--- src/rtl/erraddr_pkg.sv ---
package erraddr_pkg;

    localparam int ADDR_W  = 23;
    localparam int ADDR_LO = 3;
    localparam int FIELD_W = ADDR_W - ADDR_LO;
    localparam int DATA_W  = 32;
    localparam int N_CLASS = 4;

    // Index order is the read priority: lower index wins.
    typedef enum int {
        CLS_DED = 0,
        CLS_RWW = 1,
        CLS_OPF = 2,
        CLS_SEC = 3
    } err_class_e;

    typedef logic [FIELD_W-1:0] dw_addr_t;

    function automatic logic [DATA_W-1:0] field_to_reg(input dw_addr_t f);
        return {{(DATA_W-ADDR_W){1'b0}}, f, {ADDR_LO{1'b0}}};
    endfunction

endpackage

--- src/rtl/err_class_slot.sv ---
module err_class_slot #(
    parameter int AW         = 23,
    parameter int LO         = 3,
    parameter bit ACTIVE_LOW = 1'b0,
    localparam int FW        = AW - LO
) (
    input  logic          clk,
    input  logic          rst,
    input  logic          ev,
    input  logic [AW-1:0] ev_addr,
    input  logic          ev_both,
    input  logic          clr,
    output logic          active,
    output logic          flag,
    output logic [FW-1:0] cap
);
    logic          hit_q;
    logic [FW-1:0] cap_q;
    logic          take;
    logic          low_bit;
    logic          unused_lo;

    assign take      = ev && (!hit_q || clr);
    assign low_bit   = ev_addr[LO] & ~ev_both;
    assign unused_lo = ^ev_addr[LO-1:0];

    always_ff @(posedge clk) begin
        if (rst) begin
            hit_q <= 1'b0;
            cap_q <= '0;
        end else begin
            if (ev)
                hit_q <= 1'b1;
            else if (clr)
                hit_q <= 1'b0;
            if (take)
                cap_q <= {ev_addr[AW-1:LO+1], low_bit};
        end
    end

    assign active = hit_q;
    assign cap    = cap_q;

    generate
        if (ACTIVE_LOW) begin : g_low
            assign flag = ~hit_q;
        end else begin : g_high
            assign flag = hit_q;
        end
    endgenerate

    AST_FIRST_HOLD: assert property (@(posedge clk) disable iff (rst)
        (hit_q && !clr) |=> $stable(cap_q));
    AST_EVENT_WINS: assert property (@(posedge clk) disable iff (rst)
        ev |=> active);
    AST_BOTH_LOW: assert property (@(posedge clk) disable iff (rst)
        (ev && ev_both && (!hit_q || clr)) |=> (cap_q[0] == 1'b0));

endmodule

--- src/rtl/err_prio_sel.sv ---
module err_prio_sel #(
    parameter int N  = 4,
    parameter int FW = 20
) (
    input  logic [N-1:0]         act,
    input  logic [N-1:0][FW-1:0] caps,
    output logic                 any,
    output logic [FW-1:0]        sel
);
    always_comb begin
        any = 1'b0;
        sel = '0;
        for (int i = N - 1; i >= 0; i--) begin
            if (act[i]) begin
                any = 1'b1;
                sel = caps[i];
            end
        end
    end
endmodule

--- src/rtl/err_addr_capture.sv ---
module err_addr_capture
    import erraddr_pkg::*;
#(
    parameter int AW = ADDR_W,
    parameter int DW = DATA_W,
    parameter int LO = ADDR_LO,
    localparam int FW = AW - LO,
    localparam int NC = N_CLASS
) (
    input  logic          clk,
    input  logic          rst,
    input  logic          ded_ev,
    input  logic [AW-1:0] ded_addr,
    input  logic          ded_both,
    input  logic          rww_ev,
    input  logic [AW-1:0] rww_addr,
    input  logic          opf_ev,
    input  logic [AW-1:0] opf_addr,
    input  logic          op_start,
    input  logic          sec_ev,
    input  logic [AW-1:0] sec_addr,
    input  logic          sec_both,
    input  logic          clr_ded,
    input  logic          clr_rww,
    input  logic          clr_sec,
    input  logic          priv_mode,
    input  logic          wr_en,
    input  logic [DW-1:0] wr_data,
    output logic [DW-1:0] rd_data,
    output logic          ded_flag,
    output logic          rww_flag,
    output logic          op_pass,
    output logic          sec_flag
);
    logic [NC-1:0]          ev_v, both_v, clr_v, act_v, flag_v;
    logic [NC-1:0][AW-1:0]  addr_v;
    logic [NC-1:0][FW-1:0]  cap_v;
    logic                   any_act;
    logic [FW-1:0]          sel_field;
    logic [FW-1:0]          shown;
    logic [FW-1:0]          hold_q;
    logic                   wr_ok;
    logic                   unused_wr;

    assign ev_v   = {sec_ev, opf_ev, rww_ev, ded_ev};
    assign both_v = {sec_both, 1'b0, 1'b0, ded_both};
    assign clr_v  = {clr_sec, op_start, clr_rww, clr_ded};
    assign addr_v = {sec_addr, opf_addr, rww_addr, ded_addr};

    generate
        for (genvar g = 0; g < NC; g++) begin : g_slot
            err_class_slot #(
                .AW(AW), .LO(LO), .ACTIVE_LOW(g == CLS_OPF)
            ) i_slot (
                .clk    (clk),
                .rst    (rst),
                .ev     (ev_v[g]),
                .ev_addr(addr_v[g]),
                .ev_both(both_v[g]),
                .clr    (clr_v[g]),
                .active (act_v[g]),
                .flag   (flag_v[g]),
                .cap    (cap_v[g])
            );
        end
    endgenerate

    err_prio_sel #(.N(NC), .FW(FW)) i_sel (
        .act (act_v),
        .caps(cap_v),
        .any (any_act),
        .sel (sel_field)
    );

    assign shown     = any_act ? sel_field : hold_q;
    assign wr_ok     = wr_en && priv_mode;
    assign unused_wr = ^{wr_data[DW-1:AW], wr_data[LO-1:0]};

    always_ff @(posedge clk) begin
        if (rst)
            hold_q <= '0;
        else if (wr_ok)
            hold_q <= wr_data[AW-1:LO];
        else
            hold_q <= shown;
    end

    assign rd_data  = field_to_reg(shown);
    assign ded_flag = flag_v[CLS_DED];
    assign rww_flag = flag_v[CLS_RWW];
    assign op_pass  = flag_v[CLS_OPF];
    assign sec_flag = flag_v[CLS_SEC];

    AST_TOP_CLASS: assert property (@(posedge clk) disable iff (rst)
        act_v[CLS_DED] |-> (rd_data[AW-1:LO] == cap_v[CLS_DED]));
    AST_SECOND_CLASS: assert property (@(posedge clk) disable iff (rst)
        (!act_v[CLS_DED] && act_v[CLS_RWW]) |-> (rd_data[AW-1:LO] == cap_v[CLS_RWW]));
    AST_IDLE_HOLD: assert property (@(posedge clk) disable iff (rst)
        (!any_act && !wr_ok) |=> (any_act || $stable(rd_data)));
    AST_PRIV_WRITE: assert property (@(posedge clk) disable iff (rst)
        wr_ok |=> (any_act || rd_data[AW-1:LO] == $past(wr_data[AW-1:LO])));

endmodule

--- config.mk ---
export PLATFORM = sky130hd
export DESIGN_NAME = err_addr_capture
export DESIGN_NICKNAME = d
export VERILOG_FILES = /design/src/rtl/erraddr_pkg.sv /design/src/rtl/err_class_slot.sv /design/src/rtl/err_prio_sel.sv /design/src/rtl/err_addr_capture.sv
export SDC_FILE = /design/constraint.sdc
export NUM_CORES = 1
export LEC_CHECK = 0
export BUFFER_PORTS_ARGS = -buffer_cell sky130_fd_sc_hd__clkbuf_2
export CAP_MARGIN = 20
export CORE_ASPECT_RATIO = 0.75
export CORE_MARGIN = 3
export CORE_UTILIZATION = 37
export DETAILED_ROUTE_END_ITERATION = 6
export PLACE_DENSITY_LB_ADDON = 0.25
export SLEW_MARGIN = 20
export SYNTH_ARGS = -nofsm -noshare
export SYNTH_HDL_FRONTEND = slang
export SYNTH_SLANG_ARGS = --single-unit
export TNS_END_PERCENT = 5
--- constraint.sdc ---
create_clock -name clk -period 1.4 [get_ports clk]
set_input_delay 0.21 -clock clk [delete_from_list [all_inputs] [get_ports clk]]
set_output_delay 0.21 -clock clk [all_outputs]
set_load 0.1 [all_outputs]
Yosys cells after proc, flatten, opt, wreduce, memory -nomap -nowiden
Cells that the tools add are included.

Flip-flop bits (word level): 104. Output and inout bits: 36. Word-level logic and storage cells: 49.

Mux-type cells: 18. Bitwise logic cells: 5. Reductions and logical operators: 17.

Operator list (number): 20-bit 2-to-1 mux (6); 1-bit 2-to-1 mux (12); 2-bit nonzero test (4); 1-bit logical AND (5); 1-bit logical NOT (4); 1-bit logical OR (4); 1-bit inverter (3); 1-bit bitwise AND (2).

Logic depth before layout (Yosys ltp)
Word-level depth: 6. Depth in mapped cells: 6. Gate-level depth less buffers: 4.

Hierarchy
From an unflattened synthesis, not the netlist that was laid out.

Cell total of the unflattened synthesis: 587. Area, all modules: 5245.0 sq um.

By module, submodules not included: err_class_slot at g_slot[0].i_slot ... (instances 3, cells each 96, area an instance 847.1 sq um, seq. area each 420.4 sq um); err_addr_capture (instances 1, cells each 124, area an instance 1276.2 sq um, seq. area each 400.4 sq um); err_class_slot at g_slot[2].i_slot (instances 1, cells each 96, area an instance 812.0 sq um, seq. area each 420.4 sq um); err_prio_sel (instances 1, cells each 79, area an instance 615.6 sq um, seq. area each 0.0 sq um).

Worst setup path before layout
OpenSTA, ideal clock, no wires.

Path kind: register -> register. Start point: register g_slot[1].i_slot.hit_q. End point: register hold_q[0]. Setup time: 63 ps. Data arrival time: 3327 ps. Slack: -1991 ps. Cell stages (with the launch flop): 6. Path through: dfxtp_1 nor3_1 or2_1 buf_6 o311ai_2 o21a_1.

Cells in the longest elaborated chain, start to end: 4.

RTL lines: start, declared (line err_class_slot.sv:17) `logic hit_q;`; start signal, assigned (line err_class_slot.sv:29) `hit_q <= 1'b0;`; start signal, assigned (line err_class_slot.sv:33) `hit_q <= 1'b1;`; start signal, assigned (line err_class_slot.sv:35) `hit_q <= 1'b0;`; 20-bit 2-to-1 mux / 1-bit 2-to-1 mux (equally long branches) (2 in series) (line err_prio_sel.sv:14) `if (act[i]) begin`; 20-bit 2-to-1 mux (*) (line err_addr_capture.sv:75) `assign shown = any_act ? sel_field : hold_q;`; via rd_data[3] (line err_addr_capture.sv:29) `output logic [DW-1:0] rd_data,`; 20-bit 2-to-1 mux (*) (line err_addr_capture.sv:82) `else if (wr_ok)`; end signal, assigned (line err_addr_capture.sv:83) `hold_q <= wr_data[AW-1:LO];`; end signal, assigned (line err_addr_capture.sv:85) `hold_q <= shown;`; end, declared (line err_addr_capture.sv:41) `logic [FW-1:0] hold_q;`.

Mark *: on every way through the listed nets, which the timed path passes. The rest lies on a longest branch. A chain may end at the register's enable or synchronous reset.

Final worst setup path
Start point: register g_slot[2].i_slot.hit_q. End point: output rd_data[17].

Cells in the longest elaborated chain, start to end: 4.

RTL lines (line): start, declared (err_class_slot.sv:17); start signal, assigned (err_class_slot.sv:29); start signal, assigned (err_class_slot.sv:33); start signal, assigned (err_class_slot.sv:35); 20-bit 2-to-1 mux / 1-bit 2-to-1 mux (equally long branches) (3 in series) (err_prio_sel.sv:14); 20-bit 2-to-1 mux (*) (err_addr_capture.sv:75); end, declared (err_addr_capture.sv:29).

Every way passes the cells marked *; elsewhere a longest branch is shown, timed or not.

==> out/metrics.sh <==
DIE-HEIGHT_UM=104
POST-ROUTE-MIN-PERIOD_PS=2020
CELL_AREA_PLACED_SQ_UM=6320
UTILIZATION_OF_THE_CORE_AFTER_ROUTING_PCT=55.3
GRT_MAX_DEGREE=43
LAUNCHING_ELEMENT_OF_THE_WORST_SETUP_PATH='g_slot[2].i_slot.active'
MAX_SLEW_MARGIN_PCT=44.7
WORST-SLEW-PIN-TRANSITION_PS=830
INITIAL_UTILIZATION_PCT=38.2
GRT_PASS1_VIAS=4380
SETUP_REPAIR_AFTER_GLOBAL_ROUTING_MISSED_ITS_MARGIN='yes'
CP_DATA_REQUIRED_TIME_PS=1190
DP_HPWL_UM=10900
PLACEABLECOREAREA_SQ_UM=12400
FINAL_NETS=866
MIN_PERIOD_OVER_PERIOD_PCT=145
DIE_AREA_SQ_UM=14200
AVG_CELL_AREA_SYN_SQ_UM=8.00
FINAL_CELL_MIX='183 x nand2_1, 112 x clkbuf_2, 100 x dfxtp_1'
CELL_COUNT_OF_THE_WORST_REG_TO_REG_PATH=6
GRT_FIRST_PASS_WIRELENGTH_UM=22800
GRT_ANTENNA_BEFORE_REPAIR=0
TIMING_MAX_TRANSITION_VIOLATIONS_FINAL=0
DRT-WIRELENGTH-PER-CELL_UM=16.1
WORSTPATHBUFFERINVERTERCOUNT=2
YOSYS_WARNINGS=0
RUN_STATUS='complete, but fails checks'
ANTENNA-DIODE-COUNT=0
VIAS=4476
POSTROUTEWIRELENGTH_UM=14500
NETLIST_AREA_SQ_UM=4730
HTREE_LEVELS=3
POWER-PER-CELL-AREA_nW_PER_UM2=1210
PATH_CELLS='nor3_2, or2_4, buf_12, o311ai_4, buf_12'
CRITICAL_PATH.MAX_STAGE_DELAY_PS=380
CRITPATHKIND='reg -> out'
SYNTH.YOSYS.SEQ_AREA_SHARE_PCT=44.0
DRIVE_ABOVE_1_SHARE_PCT=32.9
R2R_END='hold_q[0]'
DESIGN_AREA_SQ_UM=6850
CTS.CLK_SLEW.WORST_PATHS_PS=80
HOLD-PATH-ENDPOINT='g_slot[3].i_slot.cap[2]'
SYNTH_ENABLE_FLOP_CELLS=0
WORSTPATHARRIVAL_PS=1810
CLOCK_ROOT_CELL='clkbuf_16'
RRSETUPSLACK_PS=-210
SETUP.WORST_PATH.END_CLASS='primary output'
AREA_DELTA_SYNTH_FINAL_PCT=44.7
WORST_SKEW_PAIR.LATE_LATENCY_PS=350
IOPINCOUNT=174
FIN_SKEW_PS=8.85
CLOCK.FMAX_MHz=494
CRITPATHMOSTFREQUENTCELL='buf_12'
DETAIL-ROUTE-ANTENNA-NETS=0
MIN-DELAY-PATH-CLASS='in -> reg'
FINAL_COMMON_CELL='nand2_1'
CRIT_FANOUT=10
CHIPWIDTH_UM=137
STATIC-LEAKAGE-POWER_nW=2.85
CTS_MADE_BUFFERS=9
ASYNCSETRESETFLOPFRACSYNTH_PCT=0
SLOWEST_STAGE='dfxtp_4'
SYNTH_SEQ_CELLS=104
MAX_CAP_VIOLATIONS=0
HOLD_DEPTH=3
YS_DOMINANT_REG_CELL='dfxtp_1'
GRT.TOTAL_USAGE_PCT=20.4
START_KIND='flip-flop'
REG2REG_FROM='g_slot[3].i_slot.active'
CLOCKBUFFERDEPTH=2
CLOCK_SINK_COUNT=104
CP_TOP_FAMILY='buffers and inverters'
POSTSYNTHCELLCOUNT=592
ROWS=35
GR-TOTAL-OVERFLOW=0
HOLD_WS_PS=71.3
CELL_VARIETY_AFTER_SYNTH=26
DP_WORST_SETUP_SLACK_PS=-384
TRITONCTS_CLOCK_TREE='built'
POST-ROUTE-DRC-COUNT=0
FIRST_PASS_ITERS=5
IRDROPWORSTVDD_V=0.000613
SETUP_VIOL=39
FINALWORSTSETUPSLACK_PS=-623
DRT-VIAS-PER-INSTANCE=4.98
FAILED_CHECKS='setup timing'
MIN-DELAY-START='sec_addr[5]'
HOLD_VIOL=0
PORTBUFFERS=137
FINALWEIGHTEDCONGESTION=0.886
SETUP_TOTAL_NEGATIVE_SLACK_PS=-13920
DRT_ITER0_DRC=291
per-stage QoR:
step | instances | power [mW]
detailed placement | 887 | 5.60
CTS | 899 | 8.29
global placement | 887 | 5.56
floorplan | 603 | 4.79
finish | 899 | 8.27
global route | 899 | 8.58
worst max-delay path by stage:
stage	slack (ps)	cells after the start	to
2_1_floorplan	-880	6	hold_q[10]
3_3_place_gp	-380	6	rd_data[7]
3_5_place_dp	-380	6	rd_data[7]
4_1_cts	-640	5	rd_data[13]
5_1_grt	-690	5	rd_data[17]
6_report	-620	5	rd_data[17]
worst reg2reg max path, delay by kind of cell, from the launching register on:
kind | cells | cell delay (ps)
buffers and inverters | 2 | 300
DFF | 1 | 360
AOI/OAI and AO/OA | 3 | 700
and+or+nand+nor | 1 | 150
synthesized netlist by cell type (all sizes together) (2+ instances only):
cell	instances	area share, %
dfxtp	104	44
inv	6	0.48
nand2b	4	0.53
nand2	183	15
o21a	19	3.0
nand3b	22	3.5
a21oi	85	9.0
o311ai	19	6.5
clkbuf	41	3.3
nor2	38	3.0
nor2b	20	2.6
nand3	2	0.21
a221oi	19	4.8
buf	19	3.0
and2	5	0.66
state kept, by name, indices dropped and copies added (netlist names):
register              count
g_slot.i_slot.active      4
hold_q                   20
g_slot.i_slot.cap        80
metal layers:
metal | wire, um | part of all wire [%] | GRT usage [%]
met1 | 7310 | 51 | 30.5
met2 | 5990 | 41 | 28.6
met5 | 0 | 0 | 0
met4 | 223 | 1.5 | 5.54
met3 | 942 | 6.5 | 5.56
where the power goes:
| group | internal [mW] | switching (mW) | leakage (nW) | total [mW] |
|---|---|---|---|---|
| clock | 1.43 | 1.21 | 0.146 | 2.63 |
| sequential | 3.14 | 0.126 | 0.859 | 3.27 |
| combinational | 0.889 | 1.47 | 1.85 | 2.36 |
| total | 5.46 | 2.81 | 2.85 | 8.27 |
area by class of cell:
cell class | instances | area [sq um]
repair buffers | 174 | 1430
inverters | 6 | 22.5
clock inverters | 7 | 85.1
clock buffers | 9 | 225
flip-flops and latches | 104 | 2090
multi-input cells | 433 | 2790
fillers | 1126 | 5540
well taps | 166 | 208
timing repair:
| action | in CTS | in global routing |
|---|---|---|
| setup endpoints to repair | 82 | 63 |
| buffers inserted | 4 | 0 |
| gates resized for setup | 34 | 7 |
| hold buffers | 0 | 0 |
| pin swaps | 19 | 10 |
| cloned | 1 | 0 |
kinds of logic (layout without fill, tap and decap cells):
logic type / count (synthesis) / in the layout / share of synthesized area (%)
AO/OA/AOI/OAI: 145 / 145 / 23.9
buffers and inverters: 66 / 196 / 6.71
flip-flops: 104 / 104 / 44.0
other: 1 / 12 / 0.0792
AND/OR/NAND/NOR: 276 / 276 / 25.3
Power figures use the tool's default switching activity.
